--- src/rtl/upcmp_pkg.sv ---
package upcmp_pkg;
  localparam logic [1:0] SZ_BYTE = 2'd0;
  localparam logic [1:0] SZ_HALF = 2'd1;

  localparam int OFF_MODE_LO = 0;
  localparam int OFF_MODE_HI = 1;
  localparam int OFF_CMP_A   = 2;
  localparam int OFF_CMP_B   = 4;
  localparam int OFF_CCM_A   = 6;
  localparam int OFF_CCM_B   = 7;
  localparam int OFF_COUNT   = 8;

  localparam logic [7:0] RSV_LO_MASK = 8'h2C;
  localparam logic [7:0] RSV_HI_MASK = 8'h07;
  localparam int EN_BIT = 7;
  localparam int LD_BIT = 6;
endpackage

--- src/rtl/upcmp_regs.sv ---
module upcmp_regs
  import upcmp_pkg::*;
#(
  parameter int CW = 16,
  parameter int AW = 4
) (
  input  logic          clk,
  input  logic          rst,
  input  logic          wr_en,
  input  logic          rd_en,
  input  logic [AW-1:0] addr,
  input  logic [1:0]    size,
  input  logic [CW-1:0] wdata,
  input  logic [CW-1:0] cnt_val,
  input  logic          running,
  output logic [CW-1:0] rdata,
  output logic          err,
  output logic          start,
  output logic          stop,
  output logic [CW-1:0] period
);
  localparam int BW = CW / 2;

  logic [BW-1:0] mode_lo, mode_hi, ccm_a, ccm_b;
  logic [CW-1:0] cmp_a, cmp_b;
  logic [BW-1:0] lo_v, hi_v;
  logic [CW-1:0] wval, cnt_vis, rd_val;
  logic          we_lo, we_hi, we_ca, we_cb, we_ma, we_mb;
  logic          wr_bad, rd_bad, wr_ok, is_byte, is_half;

  assign is_byte = (size == SZ_BYTE);
  assign is_half = (size == SZ_HALF);
  assign lo_v    = is_half ? wdata[CW-1:BW] : wdata[BW-1:0];
  assign hi_v    = wdata[BW-1:0];
  assign wval    = is_byte ? {{BW{1'b0}}, wdata[BW-1:0]} : wdata;
  assign cnt_vis = running ? cnt_val : '0;

  // write decode
  always_comb begin
    wr_bad = 1'b0;
    we_lo = 1'b0; we_hi = 1'b0; we_ca = 1'b0;
    we_cb = 1'b0; we_ma = 1'b0; we_mb = 1'b0;
    case (addr)
      AW'(OFF_MODE_LO): begin
        if (is_byte) we_lo = 1'b1;
        else if (is_half) begin we_lo = 1'b1; we_hi = 1'b1; end
        else wr_bad = 1'b1;
      end
      AW'(OFF_MODE_HI): if (is_byte) we_hi = 1'b1; else wr_bad = 1'b1;
      AW'(OFF_CMP_A):   if (is_byte || is_half) we_ca = 1'b1; else wr_bad = 1'b1;
      AW'(OFF_CMP_B):   if (is_byte || is_half) we_cb = 1'b1; else wr_bad = 1'b1;
      AW'(OFF_CCM_A):   if (is_byte) we_ma = 1'b1; else wr_bad = 1'b1;
      AW'(OFF_CCM_B):   if (is_byte) we_mb = 1'b1; else wr_bad = 1'b1;
      default:          wr_bad = 1'b1;
    endcase
    if (we_lo && ((lo_v & RSV_LO_MASK) != '0)) wr_bad = 1'b1;
    if (we_hi && (((hi_v & RSV_HI_MASK) != '0) || (hi_v[EN_BIT] && hi_v[LD_BIT])))
      wr_bad = 1'b1;
  end

  // read decode
  always_comb begin
    rd_bad = 1'b0;
    rd_val = '0;
    case (addr)
      AW'(OFF_MODE_LO): begin
        if (is_byte) rd_val = {{BW{1'b0}}, mode_lo};
        else if (is_half) rd_val = {mode_lo, mode_hi};
        else rd_bad = 1'b1;
      end
      AW'(OFF_MODE_HI): if (is_byte) rd_val = {{BW{1'b0}}, mode_hi}; else rd_bad = 1'b1;
      AW'(OFF_CMP_A): begin
        if (is_byte) rd_val = {{BW{1'b0}}, cmp_a[BW-1:0]};
        else if (is_half) rd_val = cmp_a;
        else rd_bad = 1'b1;
      end
      AW'(OFF_CMP_B): begin
        if (is_byte) rd_val = {{BW{1'b0}}, cmp_b[BW-1:0]};
        else if (is_half) rd_val = cmp_b;
        else rd_bad = 1'b1;
      end
      AW'(OFF_CCM_A): if (is_byte) rd_val = {{BW{1'b0}}, ccm_a}; else rd_bad = 1'b1;
      AW'(OFF_CCM_B): if (is_byte) rd_val = {{BW{1'b0}}, ccm_b}; else rd_bad = 1'b1;
      AW'(OFF_COUNT): begin
        if (is_byte) rd_val = {{BW{1'b0}}, cnt_vis[BW-1:0]};
        else if (is_half) rd_val = cnt_vis;
        else rd_bad = 1'b1;
      end
      default: rd_bad = 1'b1;
    endcase
  end

  assign wr_ok  = wr_en && !wr_bad;
  assign start  = wr_ok && we_hi && hi_v[EN_BIT];
  assign stop   = wr_ok && we_hi && !hi_v[EN_BIT];
  assign period = cmp_a;

  always_ff @(posedge clk) begin
    if (rst) begin
      mode_lo <= '0; mode_hi <= '0; ccm_a <= '0; ccm_b <= '0;
      cmp_a   <= '0; cmp_b   <= '0; rdata <= '0; err   <= 1'b0;
    end else begin
      if (wr_ok && we_lo) mode_lo <= lo_v;
      if (wr_ok && we_hi) mode_hi <= hi_v;
      if (wr_ok && we_ca) cmp_a   <= wval;
      if (wr_ok && we_cb) cmp_b   <= wval;
      if (wr_ok && we_ma) ccm_a   <= wdata[BW-1:0];
      if (wr_ok && we_mb) ccm_b   <= wdata[BW-1:0];
      err   <= (wr_en && wr_bad) || (rd_en && rd_bad);
      rdata <= (rd_en && !rd_bad) ? rd_val : '0;
    end
  end

  p_mode_rsvd_clear_r3: assert property (@(posedge clk) disable iff (rst)
    ((mode_lo & RSV_LO_MASK) == '0) && ((mode_hi & RSV_HI_MASK) == '0));
  p_no_en_with_load_r4: assert property (@(posedge clk) disable iff (rst)
    !(mode_hi[EN_BIT] && mode_hi[LD_BIT]));
  p_rdata_idle_r12: assert property (@(posedge clk) disable iff (rst)
    !rd_en |=> (rdata == '0));
  p_wide_access_err_r12: assert property (@(posedge clk) disable iff (rst)
    (wr_en && size[1]) |=> err);
endmodule

--- src/rtl/upcmp_counter.sv ---
module upcmp_counter #(
  parameter int CW = 16
) (
  input  logic          clk,
  input  logic          rst,
  input  logic          start,
  input  logic          stop,
  input  logic [CW-1:0] period,
  output logic [CW-1:0] cnt,
  output logic          running,
  output logic          irq
);
  logic [CW-1:0] per_q;
  logic [CW-1:0] cnt_nx;

  assign cnt_nx = cnt + CW'(1);

  always_ff @(posedge clk) begin
    if (rst) begin
      cnt     <= '0;
      per_q   <= '0;
      running <= 1'b0;
      irq     <= 1'b0;
    end else begin
      irq <= 1'b0;
      if (stop) begin
        running <= 1'b0;
        cnt     <= '0;
      end else if (start) begin
        running <= (period != '0);
        per_q   <= period;
        cnt     <= '0;
      end else if (running) begin
        if (cnt_nx == per_q) begin
          cnt <= '0;
          irq <= 1'b1;
        end else begin
          cnt <= cnt_nx;
        end
      end
    end
  end

  p_below_period_r6: assert property (@(posedge clk) disable iff (rst)
    running |-> (cnt < per_q));
  p_irq_restart_r6: assert property (@(posedge clk) disable iff (rst)
    irq |-> (running && cnt == '0));
  p_zero_period_idle_r7: assert property (@(posedge clk) disable iff (rst)
    (start && !stop && period == '0) |=> !running);
  p_stop_halts_r8: assert property (@(posedge clk) disable iff (rst)
    stop |=> (!running && !irq && cnt == '0));
  p_idle_zero_r8: assert property (@(posedge clk) disable iff (rst)
    !running |-> (cnt == '0));
endmodule

--- src/rtl/upcmp_timer.sv ---
module upcmp_timer #(
  parameter int CW = 16,
  parameter int AW = 4
) (
  input  logic          clk,
  input  logic          rst,
  input  logic          wr_en,
  input  logic          rd_en,
  input  logic [AW-1:0] addr,
  input  logic [1:0]    size,
  input  logic [CW-1:0] wdata,
  output logic [CW-1:0] rdata,
  output logic          err,
  output logic          irq
);
  logic          start, stop, running;
  logic [CW-1:0] period, cnt;

  upcmp_regs #(.CW(CW), .AW(AW)) u_regs (
    .clk(clk), .rst(rst), .wr_en(wr_en), .rd_en(rd_en), .addr(addr),
    .size(size), .wdata(wdata), .cnt_val(cnt), .running(running),
    .rdata(rdata), .err(err), .start(start), .stop(stop), .period(period)
  );

  upcmp_counter #(.CW(CW)) u_cnt (
    .clk(clk), .rst(rst), .start(start), .stop(stop), .period(period),
    .cnt(cnt), .running(running), .irq(irq)
  );
endmodule

--- config.mk ---
export PLATFORM = sky130hd
export DESIGN_NAME = upcmp_timer
export DESIGN_NICKNAME = d
export VERILOG_FILES = /design/src/rtl/upcmp_pkg.sv /design/src/rtl/upcmp_regs.sv /design/src/rtl/upcmp_counter.sv /design/src/rtl/upcmp_timer.sv
export SDC_FILE = /design/constraint.sdc
export NUM_CORES = 1
export LEC_CHECK = 0
export ABC_AREA = 1
export ABC_CLOCK_PERIOD_IN_PS = 3200
export CORE_UTILIZATION = 45
export CTS_BUF_LIST = sky130_fd_sc_hd__clkbuf_16
export DETAILED_ROUTE_END_ITERATION = 6
export GPL_ROUTABILITY_DRIVEN = 0
export SLEW_MARGIN = 30
export SYNTH_ARGS = -nofsm -noshare
export SYNTH_HDL_FRONTEND = slang
export SYNTH_SLANG_ARGS = --single-unit
export TNS_END_PERCENT = 30
--- constraint.sdc ---
create_clock -name clk -period 3.2 [get_ports clk]
set_input_delay 0.96 -clock clk [delete_from_list [all_inputs] [get_ports clk]]
set_output_delay 0.96 -clock clk [all_outputs]
set_load 0.005 [all_outputs]
==> run metrics <==
CP Launch Type=input pin; largest area contributor in the netlist=dfxtp_1; Setup-failing EPs final=0; Post-Route WL=around 18,000 microns; syn avg cell area=slightly below 7 sq um; port buffer count=43; slowest stage delay, CP=around 0.52 ns; Die H=about 110 microns; Worst Hold Class=reg -> reg; switching power of the nets=~760 uW; Net Sw Frac=around 22%; RSZ-0062 raised after global routing=false; fin crit share=a little under nine tenths; worst-path maximum fanout=8; nets=905; clock-pin slew on the worst setup and hold paths=around 0.050 ns; Iter 0 DRT Violations=between 500 and 600; first-pass GRT wire length=between 20,000 and 30,000 microns; CTS tree=built; Slew HR=between 50% and 60%; TritonCTS buffer count=17; Syn Inst Count=roughly 810; Cells after DPL=between 1,000 and 1,500; std cell rows=40; Core Region=roughly 12,000 sq um; Routed Antenna Nets=0; Worst-Skew Late Latency=~0.42 ns; Gate power share=roughly 5.6%; top-area cell type share of the netlist area=41.3%; PD cells=approximately 500 nW/um^2; yosys warns=0; Cell Int Power=2620 uW; hpwl dp=~13,000 microns; vias in the first global route=~5,400; dominant cells by area after synthesis=dfxtp_1 41%, nor2_1 11%, nand2_1 9.6%, o21ai_0 7.3%, inv_1 5.0%; Critical Path AT=a little over 3 ns; static leakage=0.00285 uW; CP Cell Sequence=clkdlybuf4s50_1 -> inv_1 -> nor2_1 -> nand2_1 -> o211ai_1 -> nand2_1 -> nor2_1 -> nor2_2 -> nand3_4 -> inv_2 -> nand2_1 -> inv_2 -> o21ai_0 -> nor2_1; I/O pin cnt=44; All-Layer GR Usage=approximately 30%; critical path capture point type=flip-flop; Post-Syn Area=between 5000 and 6000 sq um; Final Max Slew Viols=0; starting density of the core=between 40% and 50%; Unique masters post-synth=42; Reg power frac=42.8%; DRC viols=0; grt ovf=0; Final Core Density=between 50% and 60%; H-tree levels=4; via/cell ratio=approximately 5.4; Filler cells=between 1,000 and 1,500; f_max=approximately 360 MHz; hold_buf cts=0; Worst Tran Pin Value=~0.74 ns; setup tns final=0 ns; WL per Instance=~17 microns; Worst path slowest cell=clkdlybuf4s50_1; final cell count without fillers=~1,100; diodes inserted=0; Clk network pwr share=around half; PnR worst setup slack=0.437 ns; critical path type=in -> reg; Data required, critical path=between 3 and 4 ns; Die Wd=about 110 microns; initial antenna violation count=0; Tmin final=2.76 ns; Max Cap Viol=0; layout cell share with drive strength beyond 1=about a tenth; register area share after synthesis=slightly above 40%; die area=roughly 13,000 sq um; Synth Register Bits=about 120; CTS root buffer=clkbuf_16; drt first pass iters=6; total setup buffers inserted after CTS=0; outcome=finished clean; Vias=roughly 5,700; largest net degree at the start of global routing=41; area grow syn2layout=23.3%; # resized after CTS=0; Max VDD drop=roughly 440 uV; CTS sink cnt=around 120; Clock Skew=just over 0.007 ns; clock tree buffer depth=2; Hold Vio Cnt, Final=0; dpl ws=roughly 0.037 ns; syn_nets=834
## power by group through the flow
stage	clock network, uW	logic, uW	registers [uW]
4_1_cts	1750	186	1440
3_3_place_gp	0	183	1470
2_1_floorplan	0	84.4	1470
3_5_place_dp	0	185	1470
5_1_grt	1820	202	1440
6_report	1740	188	1440
## layout make-up
cell class	instances	area, sq um	share of cell area, %
Multi-Input combinational cell	583	2810	40.9
Sequential cell	115	2300	33.5
Timing Repair Buffer	79	713	10.4
Clock buffer	17	425	6.18
Inverter	82	308	4.47
Tap cell	168	210	3.06
Clock inverter	14	108	1.56
## per-stage QoR
stage          total power [uW]  area, sq um  hold WS [ns]
5_1_grt                    3460         6880         0.472
3_5_place_dp               1660         6350         0.438
6_report                   3370         6880         0.447
3_3_place_gp               1660         6350         0.434
2_1_floorplan              1550         5580         0.418
4_1_cts                    3380         6880         0.446
## registers in the layout, indices dropped and copies added (netlist names), 16 cells and up
name	flops
u_cnt.cnt	16
u_cnt.per_q	16
u_regs.cmp_b	16
u_regs.period	16
u_regs.rdata	16
## cell usage in the layout, fill, tap and decap left out, types with 2 or more instances in the layout
cell type	Yosys	final
a221oi_1	9	9
nor2_1	166	166
clkinv_1	1	6
buf_4	3	35
clkinv_2	0	2
or2_2	4	4
clkdlybuf4s50_1	0	43
nand4_1	9	9
inv_2	6	6
a32o_1	4	4
inv_1	75	80
nor3_2	2	2
o22ai_1	7	7
nand2_2	4	4
bufinv_16	0	2
nand3b_1	8	8
a41oi_1	5	5
o21ai_0	81	81
nand2_1	143	143
nor3_1	16	16
a31oi_1	2	2
nand3_1	48	48
dfxtp_1	115	115
nor4_1	5	5
a21oi_1	40	40
o211ai_1	3	3
a22oi_1	3	3
nor2_4	7	7
clkbuf_16	0	17
nor2_2	5	5
## path summary, 6_finish.rpt
| kind | end | depth (start not counted) | start | slack, ns |
|---|---|---|---|---|
| max reg2reg | u_cnt.cnt[8] | 14 | u_cnt.cnt[0] | 0.66 |
| min | u_regs.mode_hi[6] | 2 | u_regs.mode_hi[6] | 0.45 |
| max | u_regs.mode_lo[4] | 14 | addr[0] | 0.44 |
| min reg2reg | u_regs.mode_hi[6] | 2 | u_regs.mode_hi[6] | 0.45 |
## cell usage after synthesis (all sizes together)
library cell,count
nor4,5
nand3b,8
clkinv,1
inv,81
nand2,147
xor2,1
nand4,10
o21bai,1
a211oi,1
o211ai,3
or2,4
a31oi,2
nor3,18
a221oi,9
o21ai,83
a32o,4
clkbuf,14
ha,1
o21a,1
a32oi,1
a311oi,1
a41oi,5
a21oi,40
nor2,178
dfxtp,115
a22oi,3
o22ai,7
nand3,50
buf,13
## worst max-delay path: cells and delay by family
kind | cells | cell delay (ns)
AOI/OAI and AO/OA | 2 | 0.30
buffers and inverters | 4 | 0.75
and+or+nand+nor | 8 | 1.06
## logic make-up (layout without fill, tap and decap cells)
kind of cell             after synthesis  after routing  synth area share (%)
XOR/XNOR                               1              1                 0.157
AO/OA/AOI/OAI                        161            161                  16.8
adder cells (fa/ha/maj)                1              1                 0.224
flip-flops                           115            115                  41.3
buffers and inverters                109            192                  8.30
AND/OR/NAND/NOR                      420            420                  33.3
## per-layer routing
layer  vias to the layer above  GRT usage [%]  wire (microns)
met4                         0           11.8             525
li1                       2818              -               -
met1                      2623           38.4            8010
met3                        36           7.71            1210
met5                         -              0               0
met2                       222           47.6            8260
(Power assumes the default switching activity.)
